$ cat config.mk
export PLATFORM = sky130hd
export DESIGN_NAME = bscan_tap_top
export DESIGN_NICKNAME = d
export VERILOG_FILES = /design/src/rtl/bscan_pkg.sv /design/src/rtl/bscan_tap_fsm.sv /design/src/rtl/bscan_ir.sv /design/src/rtl/bscan_bsr.sv /design/src/rtl/bscan_tap_top.sv
export SDC_FILE = /design/constraint.sdc
export NUM_CORES = 1
export LEC_CHECK = 0
export ABC_CLOCK_PERIOD_IN_PS = 5900
export BUFFER_PORTS_ARGS = -buffer_cell sky130_fd_sc_hd__buf_2
export CAP_MARGIN = 20
export CORE_ASPECT_RATIO = 1.25
export CORE_MARGIN = 2
export CORE_UTILIZATION = 50
export DETAILED_ROUTE_END_ITERATION = 10
export PLACE_DENSITY = 0.68
export SLEW_MARGIN = 5
export SYNTH_ARGS = -nofsm -noshare
export SYNTH_HDL_FRONTEND = slang
export SYNTH_SLANG_ARGS = --single-unit
export TNS_END_PERCENT = 5
$ cat constraint.sdc
create_clock -name tck -period 5.9 [get_ports tck]
set_clock_uncertainty 0.05 [all_clocks]
set_input_delay 0.885 -clock tck [delete_from_list [all_inputs] [get_ports tck]]
set_output_delay 0.885 -clock tck [all_outputs]
set_load 0.01 [all_outputs]
$ cat src/rtl/bscan_pkg.sv
package bscan_pkg;

    typedef enum logic [3:0] {
        TLR, RTI, SEL_DR, CAP_DR, SH_DR, EX1_DR, PAU_DR, EX2_DR, UPD_DR,
        SEL_IR, CAP_IR, SH_IR, EX1_IR, PAU_IR, EX2_IR, UPD_IR
    } tap_state_t;

    localparam int IR_W = 3;

    localparam logic [IR_W-1:0] OP_EXTEST = 3'b000;
    localparam logic [IR_W-1:0] OP_SAMPLE = 3'b001;
    localparam logic [IR_W-1:0] OP_IDCODE = 3'b010;
    localparam logic [IR_W-1:0] OP_INTEST = 3'b011;
    localparam logic [IR_W-1:0] OP_CLAMP  = 3'b100;
    localparam logic [IR_W-1:0] OP_HIGHZ  = 3'b101;
    localparam logic [IR_W-1:0] OP_BYPASS = 3'b111;

    typedef enum logic [1:0] {DR_BYP, DR_ID, DR_BSR} dr_sel_t;

    typedef struct packed {
        dr_sel_t sel;
        logic    pins_from_bsr;
        logic    pins_off;
        logic    core_from_bsr;
        logic    bsr_upd_en;
    } decode_t;

    function automatic decode_t decode_op(input logic [IR_W-1:0] op);
        decode_t d;
        d.sel           = DR_BYP;
        d.pins_from_bsr = 1'b0;
        d.pins_off      = 1'b0;
        d.core_from_bsr = 1'b0;
        d.bsr_upd_en    = 1'b0;
        case (op)
            OP_EXTEST: begin
                d.sel           = DR_BSR;
                d.pins_from_bsr = 1'b1;
                d.bsr_upd_en    = 1'b1;
            end
            OP_SAMPLE: begin
                d.sel        = DR_BSR;
                d.bsr_upd_en = 1'b1;
            end
            OP_INTEST: begin
                d.sel           = DR_BSR;
                d.pins_off      = 1'b1;
                d.core_from_bsr = 1'b1;
                d.bsr_upd_en    = 1'b1;
            end
            OP_IDCODE: d.sel = DR_ID;
            OP_CLAMP:  d.pins_from_bsr = 1'b1;
            OP_HIGHZ:  d.pins_off = 1'b1;
            default:   d.sel = DR_BYP;
        endcase
        return d;
    endfunction

endpackage

$ cat src/rtl/bscan_tap_fsm.sv
module bscan_tap_fsm
    import bscan_pkg::*;
(
    input  logic       tck,
    input  logic       trst_n,
    input  logic       tms,
    output tap_state_t state_o
);

    typedef struct packed {
        tap_state_t st;
    } fsm_regs_t;

    fsm_regs_t r_d, r_q;

    always_comb begin
        r_d = r_q;
        case (r_q.st)
            TLR:     r_d.st = tms ? TLR    : RTI;
            RTI:     r_d.st = tms ? SEL_DR : RTI;
            SEL_DR:  r_d.st = tms ? SEL_IR : CAP_DR;
            CAP_DR:  r_d.st = tms ? EX1_DR : SH_DR;
            SH_DR:   r_d.st = tms ? EX1_DR : SH_DR;
            EX1_DR:  r_d.st = tms ? UPD_DR : PAU_DR;
            PAU_DR:  r_d.st = tms ? EX2_DR : PAU_DR;
            EX2_DR:  r_d.st = tms ? UPD_DR : SH_DR;
            UPD_DR:  r_d.st = tms ? SEL_DR : RTI;
            SEL_IR:  r_d.st = tms ? TLR    : CAP_IR;
            CAP_IR:  r_d.st = tms ? EX1_IR : SH_IR;
            SH_IR:   r_d.st = tms ? EX1_IR : SH_IR;
            EX1_IR:  r_d.st = tms ? UPD_IR : PAU_IR;
            PAU_IR:  r_d.st = tms ? EX2_IR : PAU_IR;
            EX2_IR:  r_d.st = tms ? UPD_IR : SH_IR;
            UPD_IR:  r_d.st = tms ? SEL_DR : RTI;
            default: r_d.st = TLR;
        endcase
    end

    always_ff @(posedge tck or negedge trst_n) begin
        if (!trst_n) r_q <= '{st: TLR};
        else         r_q <= r_d;
    end

    assign state_o = r_q.st;

    // checker support: consecutive mode-select ones, saturating
    logic [2:0] ones_q;
    always_ff @(posedge tck or negedge trst_n) begin
        if (!trst_n)          ones_q <= '0;
        else if (!tms)        ones_q <= '0;
        else if (ones_q != 7) ones_q <= ones_q + 3'd1;
    end

    a_r3_five_ones_reset: assert property (@(posedge tck) disable iff (!trst_n)
        (ones_q >= 3'd5) |-> (r_q.st == TLR));

    a_r1_leave_reset: assert property (@(posedge tck) disable iff (!trst_n)
        (r_q.st == TLR && !tms) |=> (r_q.st == RTI));

endmodule

$ cat src/rtl/bscan_ir.sv
module bscan_ir
    import bscan_pkg::*;
#(
    parameter int              W       = IR_W,
    parameter logic [W-1:0]    CAP_PAT = 3'b001,
    parameter logic [W-1:0]    RST_OP  = OP_IDCODE
) (
    input  logic         tck,
    input  logic         trst_n,
    input  tap_state_t   state,
    input  logic         tdi,
    output logic         so,
    output logic [W-1:0] op
);

    typedef struct packed {
        logic [W-1:0] sh;
        logic [W-1:0] op;
    } ir_regs_t;

    ir_regs_t r_d, r_q;

    always_comb begin
        r_d = r_q;
        case (state)
            CAP_IR: r_d.sh = CAP_PAT;
            SH_IR:  r_d.sh = {tdi, r_q.sh[W-1:1]};
            UPD_IR: r_d.op = r_q.sh;
            TLR:    r_d.op = RST_OP;
            default: ;
        endcase
    end

    always_ff @(posedge tck or negedge trst_n) begin
        if (!trst_n) r_q <= '{sh: CAP_PAT, op: RST_OP};
        else         r_q <= r_d;
    end

    assign so = r_q.sh[0];
    assign op = r_q.op;

    a_r4_capture_pattern: assert property (@(posedge tck) disable iff (!trst_n)
        (state == CAP_IR) |=> (r_q.sh == CAP_PAT));

    a_r5_op_holds: assert property (@(posedge tck) disable iff (!trst_n)
        (state != UPD_IR && state != TLR) |=> $stable(r_q.op));

endmodule

$ cat src/rtl/bscan_bsr.sv
module bscan_bsr
    import bscan_pkg::*;
#(
    parameter int N_OUT = 2,
    parameter int N_IN  = 2
) (
    input  logic             tck,
    input  logic             trst_n,
    input  tap_state_t       state,
    input  logic             tdi,
    input  decode_t          dec,
    input  logic [N_OUT-1:0] core_out,
    input  logic             core_oe,
    input  logic [N_IN-1:0]  pin_in,
    output logic             so,
    output logic [N_OUT-1:0] pin_out,
    output logic             pin_oe,
    output logic [N_IN-1:0]  core_in
);

    localparam int LEN    = 1 + N_OUT + N_IN;
    localparam int CTL    = 0;
    localparam int OUT_LO = 1;
    localparam int IN_LO  = 1 + N_OUT;

    typedef struct packed {
        logic [LEN-1:0] sr;
        logic [LEN-1:0] upd;
    } bsr_regs_t;

    bsr_regs_t r_d, r_q;
    logic      active;

    assign active = (dec.sel == DR_BSR);

    always_comb begin
        r_d = r_q;
        if (active) begin
            case (state)
                CAP_DR: r_d.sr = {pin_in, core_out, 1'b0};
                SH_DR:  r_d.sr = {tdi, r_q.sr[LEN-1:1]};
                UPD_DR: if (dec.bsr_upd_en) r_d.upd = r_q.sr;
                default: ;
            endcase
        end
    end

    always_ff @(posedge tck or negedge trst_n) begin
        if (!trst_n) r_q <= '0;
        else         r_q <= r_d;
    end

    always_comb begin
        pin_out = dec.pins_from_bsr ? r_q.upd[OUT_LO +: N_OUT] : core_out;
        if (dec.pins_off)           pin_oe = 1'b0;
        else if (dec.pins_from_bsr) pin_oe = ~r_q.upd[CTL];
        else                        pin_oe = core_oe;
        core_in = dec.core_from_bsr ? r_q.upd[IN_LO +: N_IN] : pin_in;
    end

    assign so = r_q.sr[0];

    a_r10_update_only_on_upd: assert property (@(posedge tck) disable iff (!trst_n)
        (state != UPD_DR) |=> $stable(r_q.upd));

endmodule

$ cat src/rtl/bscan_tap_top.sv
module bscan_tap_top
    import bscan_pkg::*;
#(
    parameter int          N_OUT    = 2,
    parameter int          N_IN     = 2,
    parameter int          ID_W     = 32,
    parameter logic [ID_W-1:0] ID_VALUE = 32'h0000B143
) (
    input  logic             tck,
    input  logic             trst_n,
    input  logic             tms,
    input  logic             tdi,
    output logic             tdo,
    output logic             tdo_oe,
    input  logic [N_OUT-1:0] core_out,
    input  logic             core_oe,
    output logic [N_IN-1:0]  core_in,
    output logic [N_OUT-1:0] pin_out,
    output logic             pin_oe,
    input  logic [N_IN-1:0]  pin_in
);

    tap_state_t      state;
    logic [IR_W-1:0] op;
    logic            ir_so;
    logic            bsr_so;
    decode_t         dec;

    bscan_tap_fsm u_fsm (
        .tck     (tck),
        .trst_n  (trst_n),
        .tms     (tms),
        .state_o (state)
    );

    bscan_ir u_ir (
        .tck    (tck),
        .trst_n (trst_n),
        .state  (state),
        .tdi    (tdi),
        .so     (ir_so),
        .op     (op)
    );

    assign dec = decode_op(op);

    bscan_bsr #(.N_OUT(N_OUT), .N_IN(N_IN)) u_bsr (
        .tck      (tck),
        .trst_n   (trst_n),
        .state    (state),
        .tdi      (tdi),
        .dec      (dec),
        .core_out (core_out),
        .core_oe  (core_oe),
        .pin_in   (pin_in),
        .so       (bsr_so),
        .pin_out  (pin_out),
        .pin_oe   (pin_oe),
        .core_in  (core_in)
    );

    // bypass and identification data registers
    typedef struct packed {
        logic            byp;
        logic [ID_W-1:0] id;
    } dr_regs_t;

    dr_regs_t r_d, r_q;

    always_comb begin
        r_d = r_q;
        if (dec.sel == DR_BYP) begin
            if (state == CAP_DR)     r_d.byp = 1'b0;
            else if (state == SH_DR) r_d.byp = tdi;
        end
        if (dec.sel == DR_ID) begin
            if (state == CAP_DR)     r_d.id = ID_VALUE;
            else if (state == SH_DR) r_d.id = {tdi, r_q.id[ID_W-1:1]};
        end
    end

    always_ff @(posedge tck or negedge trst_n) begin
        if (!trst_n) r_q <= '0;
        else         r_q <= r_d;
    end

    // serial output stage, falling edge
    typedef struct packed {
        logic tdo;
        logic oe;
    } out_regs_t;

    out_regs_t o_d, o_q;
    logic      dr_so;

    always_comb begin
        case (dec.sel)
            DR_ID:   dr_so = r_q.id[0];
            DR_BSR:  dr_so = bsr_so;
            default: dr_so = r_q.byp;
        endcase
        o_d.oe  = (state == SH_IR) || (state == SH_DR);
        o_d.tdo = (state == SH_IR) ? ir_so : dr_so;
    end

    always_ff @(negedge tck or negedge trst_n) begin
        if (!trst_n) o_q <= '0;
        else         o_q <= o_d;
    end

    assign tdo    = o_q.tdo;
    assign tdo_oe = o_q.oe;

    a_r8_highz_pins_off: assert property (@(posedge tck) disable iff (!trst_n)
        (op == OP_HIGHZ) |-> !pin_oe);

    a_r7_id_capture: assert property (@(posedge tck) disable iff (!trst_n)
        (state == CAP_DR && op == OP_IDCODE) |=> (r_q.id == ID_VALUE));

    a_r12_oe_only_shifting: assert property (@(posedge tck) disable iff (!trst_n)
        tdo_oe |-> (state == SH_IR || state == SH_DR || state == EX1_IR || state == EX1_DR));

endmodule

-- Yosys cells after proc, flatten, opt, wreduce, memory -nomap -nowiden
Index checks and enable logic that the tools add are counted.
- word-level logic and storage cells: 80
- bits in registers: 55
- reduce and logical (&&, ||, !) cells: 17
- bitwise logic cells: 1
- mux-type cells: 31
- eq/ne operators: 22
- operators with widths (operator ; count):
    2-to-1 mux 32 bit ; 2
    case mux 4 bit (12 select lines) ; 1
    == test 4 bit (second input constant) ; 8
    == test 4 x 3 -> 1 bit (second input constant) ; 4
    2-to-1 mux 4 bit ; 4
    2-to-1 mux 1 bit ; 12
    case mux 3 bit (2 select lines) ; 2
    2-to-1 mux 2 bit ; 5
    case mux 5 bit (2 select lines) ; 1
    == test 4 x 2 -> 1 bit (second input constant) ; 2
    OR reduction 2 bit ; 4
    == test 3 x 2 -> 1 bit (second input constant) ; 2
    == test 3 bit (second input constant) ; 2
    2-to-1 mux 3 bit ; 2
    AND reduction 2 bit ; 3
    nonzero test 2 bit ; 3
    OR reduction 3 bit ; 2
    == test 4 x 1 -> 1 bit (second input constant) ; 1
    zero test 4 bit ; 1
    case mux 2 bit (2 select lines) ; 1
    == test 3 x 1 -> 1 bit (second input constant) ; 1
    zero test 3 bit ; 1
    AND reduction 3 bit ; 1
    == test 2 x 1 -> 1 bit (second input constant) ; 1
    other kinds (5) ; 5

-- Longest topological paths before layout
Gate-level depths: netlist of the first run.
- word-level depth: 6
- depth in mapped cells: 8

-- Modules after synthesis
Synthesis of the first run repeated with hierarchy kept, for this count alone.
- cells, all modules: 266
- area, all modules: 2870.3 µm²
- by module, submodules not included (module ; sequential area each (µm²) ; instances ; area each (µm²) ; cells each):
    bscan_tap_top ; 875.8 ; 1 ; 1681.6 ; 153
    bscan_bsr ; 250.2 ; 1 ; 569.3 ; 41
    bscan_tap_fsm ; 100.1 ; 1 ; 315.3 ; 40
    bscan_ir ; 152.6 ; 1 ; 304.0 ; 32

==> flow_summary.yaml, run 1 <==
place:
  io_buffers: 15
  post-place-ws_ns: 0.810
  dp_cells: 340
  hpwl_um: 3150
  gp_congestion: 0.815
floorplan:
  start_util: 0.511
  rows: 29
  io_pins: 16
  core_area_sq_um: 5010
  die_w_um: 68.0
  fp.dieArea_sq_um: 5710
  die_h_um: 84.0
timing:
  hold_violations: 0
  slew_violations: 0
  fin_ws_ns: 0.789
  rsz0062_at_grt: "false"
  setup-tns-final_ns: 0
  tightestPinTransition_ns: 0.834
  slew_headroom: 0.440
  setup_viol: 0
outcome:
  status: "finished clean"
global_route:
  grt_max_degree: 65
  grtUsageMet1: 0.254
  use_met2: 0.287
  grt_first_pass_wirelength_um: 8190
  grt_use_met3: 0.0432
  grtUsageTotal: 0.187
  grt-ovfl-total: 0
  grt_pass1_vias: 1774
  antenna_found_initial: 0
  grt.busiest_layer: "met2"
logic_synthesis:
  synth_top_area_frac: 0.499
  syn_area_sq_um: 2560
  synthFlopType: "dfrtp_1"
  synth_area_leaders: "dfrtp_1, nand2_1, o21ai_0"
  synth-edff-count: 0
  synthCells: 278
  avgSynthCellArea_sq_um: 9.20
  ys_seq_area_frac: 0.539
  yosys_warnings: 0
  syn_nets: 290
  synth_cell_type_count: 36
  synth-seq-cells: 55
  yosysTopAreaCell: "dfrtp_1"
  synthArstFlopShare: 1.00
final_layout:
  final_cell_mix: "nand2_1, dfrtp_1, o21ai_0, nor2_1"
  fin_cells: 348
  insertedDiodeCount: 0
  layout_commonest_cell: "nand2_1"
  nets: 297
  synthToLayoutAreaGrowth_pct: 6.95
  drive_gt1_frac: 0.136
worst_setup_path:
  start_kind: "flip-flop"
  required_ns: 3.05
  crit_type: "reg2reg"
  worst_setup_path_end_kind: "flip-flop"
  cp_max_fo: 8
  r2r_cells: 6
  critical_path_arrival_ns: 2.26
hold_path:
  hold_class: "reg2reg"
  hold_depth: 2
route:
  first_pass_iters: 4
  final_antenna_net_count: 0
  drt-total-wl_um: 4700
  drc: 0
  first_iter_violations: 121
  viasPerCell: 5.49
  vias: 1912
  post_drt_wl_per_cell_um: 13.5
clocking:
  postCtsSetupBuffers: 0
  cts_resized: 0
  cts-buffers-inserted: 5
  cts.sinks: 55
  clock_latency_ns: 0.30
  cts_root_buf: "clkbuf_8"
  clock_path_buffers: 2
  path_clk_slew_ns: 0.09
  cts_tree: "built"
  cts.htree.levels: 2
  cts-hold-fix-buffers: 0
pwr:
  leakagePower_nw: 1.20
  max-vdd-ir-drop_mv: 0.344
  p_per_area_nw_per_um2: 523
job:
  cap_violations: 0
==> metal layers <==
| layer | wire (um) | up-vias |
|---|---|---|
| met5 | 0 | - |
| met4 | 119 | 0 |
| met3 | 123 | 10 |
| met2 | 2290 | 31 |
| met1 | 2170 | 912 |
| li1 | - | 959 |
==> kinds of logic after synthesis <==
| family | share of synthesized area |
|---|---|
| buf+inv | 0.0504 |
| simple gates | 0.174 |
| compound gates | 0.171 |
| xor+xnor | 0.00685 |
| fa+ha+maj | 0.0147 |
| flops | 0.539 |
| mux | 0.0440 |
==> cell usage after synthesis, types with 2 or more instances <==
library cell,n
nand3_1,4
a221oi_1,2
nor2b_1,2
dfstp_2,2
nand4_1,2
o31ai_1,2
dfrtp_1,51
buf_1,2
buf_6,2
nor3_1,3
o21ai_0,38
inv_1,11
o221ai_1,2
nand2_1,69
xnor2_1,2
clkbuf_1,12
o22ai_1,8
mux2_2,10
nor2_1,19
a21oi_1,15
or3_1,2
ha_1,3
dfrtn_1,2
==> state kept, by name (all words and copies together) (netlist names) <==
register       cells
u_bsr.so           1
tdo                1
r_q               33
u_ir.so            1
u_fsm.state_o      4
u_bsr.r_q          9
u_ir.r_q           2
u_ir.op            3
tdo_oe             1
==> final timing paths <==
path,from,endpoint,slack [ns]
max in group asynchronous,trst_n,tdo_oe$_DFF_NN0_,2.18
max reg2reg,u_ir.op[1]$_DFFE_PN1P_,tdo$_DFF_NN0_,0.79
min,r_q[25]$_DFFE_PN0P_,r_q[25]$_DFFE_PN0P_,0.44
max,u_ir.op[1]$_DFFE_PN1P_,tdo$_DFF_NN0_,0.79
min reg2reg,r_q[25]$_DFFE_PN0P_,r_q[25]$_DFFE_PN0P_,0.44
min in group asynchronous,trst_n,r_q[6]$_DFFE_PN0P_,0.45
==> layout make-up <==
class | count | area [sq um]
multi-input cells | 194 | 1060
clock buffers | 7 | 76.3
fillers | 465 | 2270
flip-flops and latches | 55 | 1380
repair buffers | 18 | 97.6
inverters | 11 | 41.3
well taps | 62 | 77.6
clock inverters | 1 | 5.00
==> where the power goes <==
| part | internal (mW) | switching, mW | leakage, nW | total [mW] |
|---|---|---|---|---|
| Sequential | 0.523 | 0.140 | 0.714 | 0.663 |
| Clock | 0.0836 | 0.114 | 0.0422 | 0.198 |
| Combinational | 0.238 | 0.332 | 0.445 | 0.570 |
| Total | 0.845 | 0.586 | 1.20 | 1.43 |
==> metrics by stage <==
stage | utilization | hold slack, ns | total power [mW] | instance area (sq um)
5_1_grt | 0.546 | 0.461 | 1.56 | 2740
6_report | 0.546 | 0.436 | 1.43 | 2740
3_5_place_dp | 0.530 | 0.420 | 1.24 | 2650
4_1_cts | 0.546 | 0.442 | 1.45 | 2740
2_1_floorplan | - | 0.400 | 1.10 | 2560
3_3_place_gp | 0.530 | 0.411 | 1.22 | 2650
==> worst max-delay path, stage by stage, from the launching register on <==
cell and delay, ns:
dfstp_2 0.57, inv_1 0.08, or3_1 0.42, ha_1 0.30, a221oi_1 0.27, a21oi_1 0.06, mux2_2 0.26
Power figures use the tool's default switching activity.
==> run 2: changes to the inputs <==
--- a/config.mk
+++ b/config.mk
@@ -13,6 +13,7 @@
 export CORE_UTILIZATION = 50
 export DETAILED_ROUTE_END_ITERATION = 10
 export PLACE_DENSITY = 0.68
+export RECOVER_POWER = 50
 export SLEW_MARGIN = 5
 export SYNTH_ARGS = -nofsm -noshare
 export SYNTH_HDL_FRONTEND = slang
==> run 2 against run 1 <==
Effect of this change:
- the flow now finishes with violations (max-capacitance violations, max-slew violations)
- routed wire length unchanged
- sequential cell count unchanged
- utilization decreased by 0.12 points
- first-iteration DRC count unchanged
- sequential share of layout area increased by 0.12 points
- hold slack about the same
- combinational power about the same
- global-route usage unchanged
- largest power group unchanged
==> flow_summary.yaml, run 2 (same netlist as run 1, synthesis figures left out) <==
outcome:
  status: "complete, but fails checks"
  violations: "max-capacitance violations, max-slew violations"
floorplan:
  die_w_um: 68.0
  rows: 29
  die_h_um: 84.0
  start_util: 0.511
  fp.dieArea_sq_um: 5710
  core_area_sq_um: 5010
  io_pins: 16
place:
  io_buffers: 15
  hpwl_um: 3150
  gp_congestion: 0.815
final_layout:
  layout_commonest_cell: "nand2_1"
  nets: 297
  fill_cells: 468
  drive_gt1_frac: 0.126
  top_register: "r_q"
  final_cell_mix: "nand2_1, dfrtp_1, o21ai_0, nor2_1, a21oi_1"
  largest_reg_flops: 33
  synthToLayoutAreaGrowth_pct: 6.70
  insertedDiodeCount: 0
timing:
  slew_violations: 39
  slew_headroom: -0.333
  setup-tns-final_ns: 0
  hold_violations: 0
  fin_hold_ws_ns: 0.436
  setup_viol: 0
  rsz0062_at_grt: "false"
  tightestPinTransition_ns: 2.00
global_route:
  grt_pass1_vias: 1774
  use_met2: 0.287
  antenna_found_initial: 0
  grt-ovfl-total: 0
  grtUsageTotal: 0.187
  grt_max_degree: 65
  grt_first_pass_wirelength_um: 8190
  grt.busiest_layer: "met2"
  grtUsageMet1: 0.254
  grt_use_met3: 0.0432
worst_setup_path:
  worst_setup_path_end_kind: "flip-flop"
  crit_chain: "inv_1, or3_1, ha_1, a221oi_1, a21oi_1, mux2_2"
  start_kind: "flip-flop"
  required_ns: 3.05
  cp_max_fo: 8
  max_stage_delay_ns: 0.57
  crit_type: "reg2reg"
  critPathSlowestCell: "dfstp_2"
  critical_path_arrival_ns: 2.26
pwr:
  intPower_uw: 844
  power_switching_share: 0.410
  leakagePower_nw: 1.19
  combPwrFrac: 0.398
  p_per_area_nw_per_um2: 524
  pwr-share-clk: 0.138
  seq_power_share: 0.464
  netSwitchingPower_uw: 586
  max-vdd-ir-drop_mv: 0.344
clocking:
  postCtsSetupBuffers: 0
  cts-buffers-inserted: 5
  cts.htree.levels: 2
  path_clk_slew_ns: 0.09
  cts_tree: "built"
  cts_resized: 0
  clock_latency_ns: 0.30
  clock_path_buffers: 2
  cts-hold-fix-buffers: 0
  cts.sinks: 55
  cts_root_buf: "clkbuf_8"
route:
  drc: 0
  viasPerCell: 5.50
  final_antenna_net_count: 0
  first_pass_iters: 4
  vias: 1913
  first_iter_violations: 121
  post_drt_wl_per_cell_um: 13.5
  drt-total-wl_um: 4700
hold_path:
  hold_class: "reg2reg"
job:
  cap_violations: 1
## run 2: metal layers
metal	routed length [um]	vias up
li1	-	959
met1	2170	915
met2	2290	29
met3	120	10
met4	119	0
met5	0	-
## run 2: per-stage QoR
step | setup WS [ns] | cell area [sq um] | power (mW) | util | cells
6_report | 0.789 | 2730 | 1.43 | 0.545 | 348
5_1_grt | 0.704 | 2730 | 1.56 | 0.545 | 348
4_1_cts | 0.786 | 2740 | 1.45 | 0.546 | 348
3_5_place_dp | 0.810 | 2650 | 1.24 | 0.530 | 340
3_3_place_gp | 0.828 | 2650 | 1.22 | 0.530 | 340
2_1_floorplan | 0.838 | 2560 | 1.10 | - | 278
## run 2: power by group through the flow
stage	registers (mW)	logic [mW]	clock network (mW)
CTS	0.661	0.577	0.208
global route	0.686	0.655	0.223
detailed placement	0.668	0.575	0
global placement	0.662	0.560	0
finish	0.663	0.569	0.197
floorplan	0.597	0.507	0
## run 2: critical path: cells and delay by family (launching register included)
family	cells	cell delay [ns]
multiplexers	1	0.26
AO/OA/AOI/OAI	2	0.33
adder cells (fa/ha/maj)	1	0.30
AND/OR/NAND/NOR	1	0.42
buffers and inverters	1	0.08
flip-flops	1	0.57
## run 2: final cells by class
class / count / area, sq um / share of cell area
clock inverters: 1 / 5.00 / 0.00183
clock buffers: 7 / 76.3 / 0.0280
repair buffers: 18 / 91.3 / 0.0335
multi-input cells: 194 / 1060 / 0.388
well taps: 62 / 77.6 / 0.0284
flip-flops and latches: 55 / 1380 / 0.505
inverters: 11 / 41.3 / 0.0151
## run 2: path summary, 6_finish.rpt
path	to	slack (ns)	depth (start not counted)	start
max	tdo$_DFF_NN0_	0.79	6	u_ir.op[1]$_DFFE_PN1P_
min	r_q[25]$_DFFE_PN0P_	0.44	2	r_q[25]$_DFFE_PN0P_
max reg2reg	tdo$_DFF_NN0_	0.79	6	u_ir.op[1]$_DFFE_PN1P_
min reg2reg	r_q[25]$_DFFE_PN0P_	0.44	2	r_q[25]$_DFFE_PN0P_
max in group asynchronous	tdo_oe$_DFF_NN0_	1.68	1	trst_n
min in group asynchronous	r_q[6]$_DFFE_PN0P_	0.66	1	trst_n
==> run 3: changes to the inputs <==
--- a/config.mk
+++ b/config.mk
@@ -6,13 +6,12 @@
 export NUM_CORES = 1
 export LEC_CHECK = 0
 export ABC_CLOCK_PERIOD_IN_PS = 5900
-export BUFFER_PORTS_ARGS = -buffer_cell sky130_fd_sc_hd__buf_2
 export CAP_MARGIN = 20
 export CORE_ASPECT_RATIO = 1.25
 export CORE_MARGIN = 2
 export CORE_UTILIZATION = 50
 export DETAILED_ROUTE_END_ITERATION = 10
-export PLACE_DENSITY = 0.68
+export DONT_BUFFER_PORTS = 1
 export RECOVER_POWER = 50
 export SLEW_MARGIN = 5
 export SYNTH_ARGS = -nofsm -noshare
==> run 3 against run 2 <==
Effect of this change:
- the run now ends clean
- largest cell class unchanged
- hold slack got worse by 0.23 ns
- critical path type unchanged
- setup slack lost 0.021 ns
- utilization shrank 0.85 points
==> flow_summary.yaml, run 3 (same netlist as run 1, synthesis figures left out) <==
outcome:
  status: "finished clean"
worst_setup_path:
  cp_max_fo: 8
  max_stage_delay_ns: 0.57
  crit_chain: "inv_1, or3_1, ha_1, a221oi_1, a21oi_1, mux2_2"
  crit_type: "reg2reg"
  reg2reg_from: "u_ir.op[1]$_DFFE_PN1P_"
  r2r_cells: 6
  worst_setup_path_end_kind: "flip-flop"
  critPathSlowestCell: "dfstp_2"
  reg2reg_slack_ns: 0.77
  reg2reg_to: "tdo$_DFF_NN0_"
  required_ns: 3.06
  critical_path_arrival_ns: 2.29
  start_kind: "flip-flop"
global_route:
  grtUsageTotal: 0.184
  grt_pass1_vias: 1714
  grt_first_pass_wirelength_um: 8130
  antenna_found_initial: 0
  grt-ovfl-total: 0
  grt_max_degree: 65
final_layout:
  fin_cells: 332
  design_area_sq_um: 2690
  final_cell_mix: "nand2_1, dfrtp_1, o21ai_0, nor2_1, a21oi_1"
  final_core_util: 0.536
  largest_reg_flops: 33
  drive_gt1_frac: 0.0926
  top_register: "r_q"
  insertedDiodeCount: 0
  synthToLayoutAreaGrowth_pct: 5.04
  nets: 281
  layout_commonest_cell: "nand2_1"
timing:
  fin_hold_ws_ns: 0.205
  slew_headroom: 0.384
  setup-tns-final_ns: 0
  fin_ws_ns: 0.767
  rsz0062_at_grt: "false"
  slew_violations: 0
  hold_violations: 0
  setup_viol: 0
  tightestPinTransition_ns: 0.916
clocking:
  path_clk_slew_ns: 0.10
  clock_latency_ns: 0.31
  cts-buffers-inserted: 5
  postCtsSetupBuffers: 0
  cts_tree: "built"
  cts.htree.levels: 2
  clock_path_buffers: 2
  cts_resized: 0
  cts-hold-fix-buffers: 0
  cts_root_buf: "clkbuf_8"
  cts.sinks: 55
route:
  vias: 1811
  wl_met1_um: 2120
  post_drt_wl_per_cell_um: 13.5
  highest_layer: "met4"
  dr_wl_met2_um: 2150
  wl_met3_um: 129
  final_antenna_net_count: 0
  first_iter_violations: 143
  drc: 0
  first_pass_iters: 4
  viasPerCell: 5.45
  drt-total-wl_um: 4470
floorplan:
  die_w_um: 68.0
  rows: 29
  core_area_sq_um: 5010
  start_util: 0.511
  die_h_um: 84.0
  io_pins: 16
  fp.dieArea_sq_um: 5710
place:
  postPlaceCellArea_sq_um: 2570
  io_buffers: 0
  hpwl_um: 2950
  post-place-ws_ns: 0.780
  gp_congestion: 0.812
  dp_cells: 324
hold_path:
  hold_class: "in2async"
pwr:
  max-vdd-ir-drop_mv: 0.348
  leakagePower_nw: 1.15
  p_per_area_nw_per_um2: 539
  p_total_mw: 1.45
job:
  cap_violations: 0
run 3: cell count changes in the layout (fill, tap and decap cells not counted):
cell and delta:
buf_2 -13, clkbuf_1 -5, clkinv_2 -1, inv_6 +1, bufinv_16 +1, clkinvlp_4 +1
run 3: layer usage:
layer / global-route usage / up-vias
met5: 0 / -
met4: 0.0600 / 0
met3: 0.0459 / 6
met2: 0.282 / 17
met1: 0.253 / 863
li1: - / 925
run 3: layout make-up:
| class | instances | area [sq um] |
|---|---|---|
| fillers | 473 | 2320 |
| flip-flops and latches | 55 | 1380 |
| multi-input cells | 194 | 1060 |
| well taps | 62 | 77.6 |
| clock buffers | 5 | 68.8 |
| clock inverters | 3 | 46.3 |
| inverters | 11 | 41.3 |
| repair buffers | 2 | 15.0 |
run 3: worst max-delay path: cells and delay by family, from the launching register on:
kind,cells,cell delay [ns]
AO/OA/AOI/OAI,2,0.33
buffers and inverters,1,0.08
adder cells (fa/ha/maj),1,0.30
AND/OR/NAND/NOR,1,0.42
flip-flops,1,0.57
multiplexers,1,0.26
run 3: how the worst max path moves through the flow:
stage                                      start       endpoint  cells past startpoint
after floorplan           u_ir.op[1]$_DFFE_PN1P_  tdo$_DFF_NN0_                      7
after global placement    u_ir.op[1]$_DFFE_PN1P_  tdo$_DFF_NN0_                      6
after detailed placement  u_ir.op[1]$_DFFE_PN1P_  tdo$_DFF_NN0_                      6
after CTS                 u_ir.op[1]$_DFFE_PN1P_  tdo$_DFF_NN0_                      6
after global routing      u_ir.op[1]$_DFFE_PN1P_  tdo$_DFF_NN0_                      6
final                     u_ir.op[1]$_DFFE_PN1P_  tdo$_DFF_NN0_                      6
run 3: power by group:
group | total [mW] | internal [mW] | switching [mW] | leakage [nW]
sequential | 0.663 | 0.523 | 0.140 | 0.714
combinational | 0.533 | 0.222 | 0.310 | 0.379
clock | 0.252 | 0.128 | 0.124 | 0.0548
